===== src/rtl/synth_cfg_loader.sv =====
module synth_cfg_loader #(
  parameter int MW   = 9,
  parameter int NW   = 2,
  parameter int TW   = 3,
  parameter int M_LO = 125,
  parameter int M_HI = 350
) (
  input  logic          clk,
  input  logic          rst,
  input  logic          hold_par,
  input  logic          ser_clk,
  input  logic          ser_din,
  input  logic          ser_commit,
  input  logic [MW-1:0] par_fb,
  input  logic [NW-1:0] par_out,
  output logic [MW-1:0] div_fb,
  output logic [NW-1:0] div_out,
  output logic [TW-1:0] tsel,
  output logic          ser_dout,
  output logic          fb_ok
);
  localparam int FW = MW + NW + TW;
  localparam int PW = MW + NW;

  // control lines packed as {hold, commit, sclk}
  logic [2:0]    ctl_a, ctl_b, ctl_q;
  logic          din_a, din_b;
  logic [PW-1:0] par_a, par_b;
  logic [FW-1:0] sr;

  logic hold_s, commit_s, sclk_rise, commit_rise, shift_en, pass_en;
  logic [FW-1:0] sr_next;

  assign hold_s      = ctl_b[2];
  assign commit_s    = ctl_b[1];
  assign sclk_rise   = ctl_b[0] & ~ctl_q[0];
  assign commit_rise = commit_s & ~ctl_q[1];
  assign shift_en    = hold_s & ~commit_s & sclk_rise;
  assign pass_en     = hold_s & commit_s & ctl_q[1] & sclk_rise;
  assign sr_next     = {sr[FW-2:0], din_b};

  always_ff @(posedge clk) begin
    if (rst) begin
      ctl_a   <= '0;
      ctl_b   <= '0;
      ctl_q   <= '0;
      din_a   <= 1'b0;
      din_b   <= 1'b0;
      par_a   <= '0;
      par_b   <= '0;
      sr      <= '0;
      div_fb  <= '0;
      div_out <= '0;
      tsel    <= '0;
    end else begin
      ctl_a <= {hold_par, ser_commit, ser_clk};
      ctl_b <= ctl_a;
      ctl_q <= ctl_b;
      din_a <= ser_din;
      din_b <= din_a;
      par_a <= {par_fb, par_out};
      par_b <= par_a;
      if (shift_en || pass_en) sr <= sr_next;
      if (!hold_s) begin
        div_fb  <= par_b[PW-1:NW];
        div_out <= par_b[NW-1:0];
        tsel    <= '0;
      end else if (commit_rise) begin
        {tsel, div_out, div_fb} <= sr;
      end else if (pass_en) begin
        div_fb <= sr_next[MW-1:0];
      end
    end
  end

  assign ser_dout = sr[FW-1];
  assign fb_ok    = (int'(div_fb) >= M_LO) && (int'(div_fb) <= M_HI);

endmodule


===== config.mk =====
export PLATFORM = sky130hd
export DESIGN_NAME = synth_cfg_loader
export DESIGN_NICKNAME = d
export VERILOG_FILES = /design/src/rtl/synth_cfg_loader.sv
export SDC_FILE = /design/constraint.sdc
export NUM_CORES = 1
export LEC_CHECK = 0
export ABC_AREA = 1
export BUFFER_PORTS_ARGS = -buffer_cell sky130_fd_sc_hd__buf_2
export CAP_MARGIN = 20
export CORE_MARGIN = 5
export CORE_UTILIZATION = 46
export DETAILED_ROUTE_END_ITERATION = 8
export HOLD_SLACK_MARGIN = 0.08
export MAX_ROUTING_LAYER = met4
export PLACE_DENSITY = 0.69
export SLEW_MARGIN = 20
export SYNTH_ARGS = -nofsm -noshare
export SYNTH_HDL_FRONTEND = slang
export SYNTH_SLANG_ARGS = --single-unit
export TNS_END_PERCENT = 1

===== constraint.sdc =====
create_clock -name clk -period 1.1 [get_ports clk]
set_input_delay 0.11 -clock clk [delete_from_list [all_inputs] [get_ports clk]]
set_output_delay 0.11 -clock clk [all_outputs]
set_load 0.05 [all_outputs]

---- After elaboration in Yosys (flattened, before gate mapping) ----
Cells that the tools add are included.
storage, ports and cells
  input port bits ......................... 17
  register bits ........................... 60
  output and inout bits ................... 16
  word-level logic and storage cells ...... 34
operators by class
  equality and inequality tests ........... 2
  multiplexer cells ....................... 5
  $lt $le $gt $ge ......................... 2
  bitwise logic cells ..................... 11
  reductions and logical operators ........ 3
operators by type and width
  operator            number
  $mux 9              3
  $ge 9x7->1 const B  1
  $le 9x9->1 const B  1
  $and 1x1->1         7
  $mux 2              2
  $not 1->1           4
  $ne 3x1->1 const B  1
  $ne 2x1->1 const B  1
  $reduce_or 2->1     1
  $logic_and 1x1->1   1
  $logic_or 1x1->1    1

---- Longest topological paths before layout ----
Gate-level depths: netlist of run 1.
  word-level depth ........................ 6
  depth in mapped cells ................... 8
  gate-level depth less buffers ........... 8

---- Worst setup path before layout of run 1 ----
No wires, ideal clock.
  path kind ............................... reg-to-output
  start point ............................. register div_fb[6]
  end point ............................... output port fb_ok
  data arrival time ....................... 1.412 ns
  required time ........................... 0.990 ns
  stages on the path, launching flop included .. 7
  path slack .............................. -0.422 ns
  cells stage by stage .................... dfxtp_1 > nand2_1 > nor2_1 > o211ai_1 > nand2_1 > nand2_1 > nand2_1
on the way
  longest elaborated chain between the ends .. 2
  elaborated cells on any way between the ends .. 3
  classes of those cells .................. order compare: 2; reduce/logical: 1
RTL lines
  what                                             line  text
  from (decl)                                      16    output logic [MW-1:0] div_fb,
  from (signal assigned)                           65    div_fb <= par_b[PW-1:NW];
  from (signal assigned)                           69    {tsel, div_out, div_fb} <= sr;
  from (signal assigned)                           71    div_fb <= sr_next[MW-1:0];
  $ge 9x7->1 / $le 9x9->1 (equally long branches)  77    assign fb_ok = (int'(div_fb) >= M_LO) && (int'(div_fb) <= M_HI);
  $logic_and 1x1->1 (*)                            77
  to (decl)                                        20    output logic fb_ok
Mark *: on every way between the ends. The rest lies on a longest branch, timed or not.

---- Worst setup path in the final report of run 1 ----
  start point ............................. register div_fb[3]
  end point ............................... output port fb_ok
Same word-level chain as after synthesis.

==> impl_results.md, run 1 <==
* WL/cell at around 10 um
* CTS tree: built
* Most frequent cells in the layout: nand2_1, nor2_1, dfxtp_1
* Register area share after synthesis at 52.4%
* GRT met3 Usage at 6.17%
* M2 GR Usage at about 25%
* RR Endpoint: sr[1]
* Final net count at between 300 and 400
* Reg2reg start: ctl_b[1]
* DRT antenna net count at 0
* Setup-failing EPs final at 20
* Critical path arrival at 1280 ps
* Setup WS post-layout at -288 ps
* N_diodes at 0
* Largest net degree at the start of global routing at 38
* Slew Limit Fails at 0
* Total track usage at ~17%
* Synth top area cells: dfxtp_1, nand2_1, nor2_1, inv_1, nand3_1
* Post-synth top area share at a little over half
* Least-Margin Pin Slew at about 260 ps
* GP Congestion at 0.779
* Max cap viols at 0
* # DRC at 0
* CP required at 990 ps
* Hold Crit Class: reg -> reg
* Failing checks: setup timing
* Total wire length at approximately 4600 um
* Crit start category: flip-flop
* I/O pin total at 33
* Slew headroom at between 80% and 90%
* Layout cells sized above 1 at a little over a quarter
* Clock Sinks at 60
* Post-layout minimum cycle time at between 1000 and 1500 ps
* Post-DP HPWL at about 3100 um
* Inserted Clock Buffers at 9
* Clk buf depth at 2
* Total congestion overflow at 0
* Yosys warning total at 0
* Crit path launch: div_fb[3]
* End of the critical path: fb_ok
* Count of cell types in the netlist at 22
* CP max FO at 2
* CTS H-tree lvls at 3
* Lkg Pwr at between 1 and 1.5 nW
* Final hold violations at 0
* Die height at 80.6 um
* Clk root buf: clkbuf_8
* FMAX at roughly 720 MHz
* Slowest CP cell: dfxtp_4
* Mapped Area at between 2000 and 2500 sq um
* R2r worst-path depth at 7
* DRT Pass-1 Iters at 4
* R2r setup slk at -110 ps
* Via/cell ratio at approximately 4.5
* Crit-path cells: nand2_2 > nor2_2 > o211ai_1 > nand2_1 > nand2_2 > nand2_4 > buf_8
* Cell Rows at 25
* Finished Core Util at around 64%
* Pwr per Cell Area at 1390 nW/um^2
* Reg clk slew, reported paths at 60 ps
* Starting Density at 47.9%
* Avg Inst Size Synth at between 7 and 8 sq um
* Core area at about 4800 sq um
* RSZ-0062 raised after global routing: yes
* Vias in the first global route at roughly 1800
* Cell mode on critical path: nand2_2
* Tcrit/Tclk final at 126%
* Die width at ~81 um
* Count of buffers from port buffering at 32
* Status: finished with violations
* Syn_nets at 327
* Die ar. at ~6500 sq um
* Clk_skew at roughly 5.6 ps
* Later-pin clock latency in the skew report at around 330 ps
* Peak supply drop at roughly 0.00094 V
* Initial antenna violation count at 0
* P&R area growth vs syn at 33.9%
* PnR Total Power at between 4 and 5 mW
* Post-synth top area cell: dfxtp_1
* First-pass GRT wire length at 7930 um
* Busiest layer in global routing: met2
* Yosys reg bits at 60
* Cells after synthesis at 310
* Post-CTS Setup Inserts at 0
* Setup CP Type: reg -> out
* Crit end category: primary output
* Vias post-DR at about 2000
* Critical path's largest stage delay at around 340 ps
* GR Util met1 at around a fifth
* Starting DRT DRC Count at just under 80
cells by family (layout without fill, tap and decap cells):
logic type | count (synthesis) | in the layout | share of synthesized area (%)
buf+inv | 62 | 130 | 11.7
flops | 60 | 60 | 52.4
compound gates | 25 | 25 | 6.16
simple gates | 163 | 163 | 29.7
power breakdown:
| part | internal [mW] | total [mW] | leakage [nW] | switching [mW] |
|---|---|---|---|---|
| registers | 2.24 | 2.27 | 0.498 | 0.0293 |
| logic | 0.171 | 0.382 | 0.818 | 0.212 |
| clock network | 0.840 | 1.62 | 0.0848 | 0.780 |
| total | 3.25 | 4.27 | 1.40 | 1.02 |
routing by layer:
| metal | share of wire, % | wire [um] | up-vias |
|---|---|---|---|
| met2 | 47 | 2150 | 43 |
| met3 | 4.7 | 215 | 13 |
| met5 | 0 | 0 | - |
| met1 | 46 | 2120 | 869 |
| li1 | - | - | 1060 |
| met4 | 2.7 | 124 | 0 |
per-stage QoR:
step           worst slack [ps]  setup TNS, ps  cells  hold slack, ps  area [sq um]
2_1_floorplan             -32.1           -327    310             217          2320
3_3_place_gp              -78.6          -1090    415             309          2660
3_5_place_dp               -101          -1610    415             315          2660
4_1_cts                    -323          -1650    445             400          3030
5_1_grt                    -395          -3610    445             410          3070
6_report                   -288          -1460    445             400          3070
flip-flops by register name (all words and copies together), names as in the netlist:
signal,flops
din_a,1
ctl_a,3
tsel,3
par_a,11
ctl_b,3
din_b,1
sr,14
div_out,2
div_fb,9
par_b,11
ctl_q,2
Yosys cell counts:
| master | count |
|---|---|
| nand2_1 | 68 |
| nor2_1 | 68 |
| dfxtp_1 | 60 |
| inv_1 | 45 |
| nand3_1 | 21 |
| a21oi_1 | 12 |
| o21ai_0 | 7 |
| inv_2 | 4 |
| a21oi_2 | 3 |
| buf_1 | 3 |
| buf_4 | 3 |
| buf_6 | 3 |
| a31oi_1 | 2 |
| buf_2 | 2 |
| clkbuf_1 | 2 |
| nand2_4 | 1 |
| nand2_8 | 1 |
| nand3_2 | 1 |
| nand3b_1 | 1 |
| nand4_1 | 1 |
| nor2_4 | 1 |
| o211ai_1 | 1 |
cell type report:
cell class | instances | area, sq um
clock inverters | 3 | 15.0
fillers | 413 | 1720
flip-flops and latches | 60 | 1230
repair buffers | 67 | 551
well taps | 67 | 83.8
clock buffers | 11 | 141
multi-input cells | 188 | 866
inverters | 49 | 186
timing repair:
action                                  CTS  global route
hold endpoints to repair                 16             0
hold buffers                             16             0
resized for setup                        19            13
gates cloned                              0             0
endpoints found under the setup margin   31            34
pin swaps                                 5             6
critical path: cells and delay by family, from the launching register on:
kind | cells | cell delay, ps
buffers and inverters | 1 | 140
AND/OR/NAND/NOR | 5 | 370
flip-flops | 1 | 340
AO/OA/AOI/OAI | 1 | 90
worst min-delay path by stage:
| stage | startpoint | endpoint | cells after the start |
|---|---|---|---|
| global route | ctl_a[0] | ctl_b[0] | 2 |
| floorplan | ser_clk | ctl_a[0] | 2 |
| CTS | ctl_a[0] | ctl_b[0] | 2 |
| detailed placement | par_fb[3] | par_a[5] | 3 |
| finish | par_a[4] | par_b[4] | 2 |
| global placement | par_fb[4] | par_a[6] | 3 |
No activity file was read; power rests on OpenSTA's default activity.
==> run 2, diff against run 1 <==
--- a/config.mk
+++ b/config.mk
@@ -18,4 +18,3 @@
 export SYNTH_ARGS = -nofsm -noshare
 export SYNTH_HDL_FRONTEND = slang
 export SYNTH_SLANG_ARGS = --single-unit
-export TNS_END_PERCENT = 1
==> impl_results.md, run 2 (synthesis results as in run 1) <==
* Slowest CP cell: dfxtp_4
* GR Util met1 at 21.0%
* Crit start category: flip-flop
* Pwr per Cell Area at about 1300 nW/um^2
* Die width at around 80 um
* CP max FO at 2
* Hold Crit Class: reg -> reg
* Status: finished with violations
* Later-pin clock latency in the skew report at roughly 330 ps
* Slew Limit Fails at 0
* P&R area growth vs syn at 50.1%
* Critical path arrival at ~1300 ps
* Setup CP Type: reg -> out
* Setup-failing EPs final at 23
* Reg2reg start: ctl_q[1]
* Starting Density at 47.9%
* CTS H-tree lvls at 3
* Critical path's largest stage delay at around 360 ps
* Final net count at 402
* Setup WS post-layout at -312 ps
* I/O pin total at 33
* DRT Pass-1 Iters at 4
* Crit end category: primary output
* # DRC at 0
* Die height at between 80 and 90 um
* Least-Margin Pin Slew at between 200 and 300 ps
* FMAX at 708 MHz
* Slew headroom at 80.2%
* Finished Core Util at a little under three quarters
* Die ar. at between 6000 and 7000 sq um
* Post-place setup slack at -114 ps
* Count of buffers from port buffering at 32
* First-pass GRT wire length at 9060 um
* GP Congestion at 0.806
* Layout cells sized above 1 at between 40% and 50%
* Max cap viols at 0
* Cell Rows at 25
* Clk_skew at between 7 and 8 ps
* Inserted Clock Buffers at 9
* DRT antenna net count at 0
* Lkg Pwr at between 1.5 and 2 nW
* Tcrit/Tclk final at 128%
* Reg clk slew, reported paths at approximately 60 ps
* Vias in the first global route at ~2100
* Total track usage at 18.9%
* CTS tree: built
* Vias post-DR at ~2200
* Peak supply drop at about 0.0015 V
* Total congestion overflow at 0
* Final hold violations at 0
* Largest net degree at the start of global routing at 35
* M2 GR Usage at around 31%
* Post-DP HPWL at 3180 um
* Via/cell ratio at between 4 and 5
* Cell mode on critical path: nand2_2
* Total wire length at roughly 5700 um
* Clk buf depth at 2
* Commonest non-fill, non-tap cell in the layout: nor2_1
* Post-Route Setup TNS at -1470 ps
* N_diodes at 0
* Clk root buf: clkbuf_8
* RSZ-0062 raised after global routing: yes
* GRT met3 Usage at 5.49%
* Largest Register: sr
* Worst hold start: ctl_a[1]
* Crit-path cells: nand2_2 > nor2_4 > o211ai_1 > nand2_1 > nand2_2 > nand2_4 > buf_8
* Starting DRT DRC Count at approximately 180
* Post-layout minimum cycle time at approximately 1400 ps
* Most frequent cells in the layout: nor2_1, dfxtp_1, inv_1
* CP required at around 990 ps
* Clock Sinks at 60
* Biggest regs: sr: 14 flops, par_a: 11 flops, par_b: 11 flops
* Busiest layer in global routing: met2
* Initial antenna violation count at 0
* WL/cell at 12.5 um
* Failing checks: setup timing
* Crit path launch: div_fb[6]
* Core area at 4790 sq um
* Max reg flops at 14
## run 2: cell types whose count changed in the layout (fill, tap and decap cells not counted), moves of 5 or more
cell / change
o21ai_2: +5
o21ai_0: -7
nand3_1: -11
nand3_2: +11
a21oi_2: +9
nand2_1: -23
buf_6: +10
a21oi_1: -10
nand2_2: +20
## run 2: final timing paths
check | endpoint | slack [ps] | cells after the start
worst min-delay path | ctl_b[1] | 400 | 2
worst min register to register | ctl_b[1] | 400 | 2
worst max register to register | sr[8] | -80 | 7
worst max-delay path | fb_ok | -310 | 7
## run 2: area by class of cell
| class | count | area [sq um] |
|---|---|---|
| clock inverters | 3 | 15.0 |
| repair buffers | 76 | 676 |
| fillers | 336 | 1340 |
| clock buffers | 11 | 141 |
| inverters | 49 | 196 |
| multi-input cells | 189 | 1100 |
| well taps | 67 | 83.8 |
| flip-flops and latches | 60 | 1230 |
## run 2: critical path, delay by kind of cell (launching register included)
family / cells / cell delay [ps]
compound gates: 1 / 90
buf+inv: 1 / 140
flops: 1 / 360
simple gates: 5 / 370
## run 2: what timing repair did
action	in CTS	in global routing
pin swaps	26	31
resized for setup	61	62
endpoints found under the hold margin	16	0
gates cloned	2	0
endpoints found under the setup margin	30	32
setup buffers	7	4
hold buffers	16	0
## run 2: metal layers
metal  vias up  wire (um)
met2        58       2920
met5         -          0
met3        10        281
met4         0        103
li1       1081          -
met1      1008       2370
## run 2: where the power goes
part / internal (mW) / switching (mW) / leakage, nW / total [mW]
Sequential: 2.23 / 0.0373 / 0.498 / 2.27
Combinational: 0.209 / 0.256 / 0.934 / 0.464
Clock: 0.840 / 0.777 / 0.0848 / 1.62
## run 2: metrics by stage
| stage | cells | cell area (sq um) | hold WS, ps | power (mW) |
|---|---|---|---|---|
| floorplan | 310 | 2320 | 217 | 2.52 |
| global placement | 416 | 2670 | 308 | 2.63 |
| detailed placement | 416 | 2670 | 317 | 2.63 |
| CTS | 453 | 3240 | 401 | 4.34 |
| global route | 455 | 3440 | 417 | 4.53 |
| finish | 455 | 3440 | 399 | 4.35 |
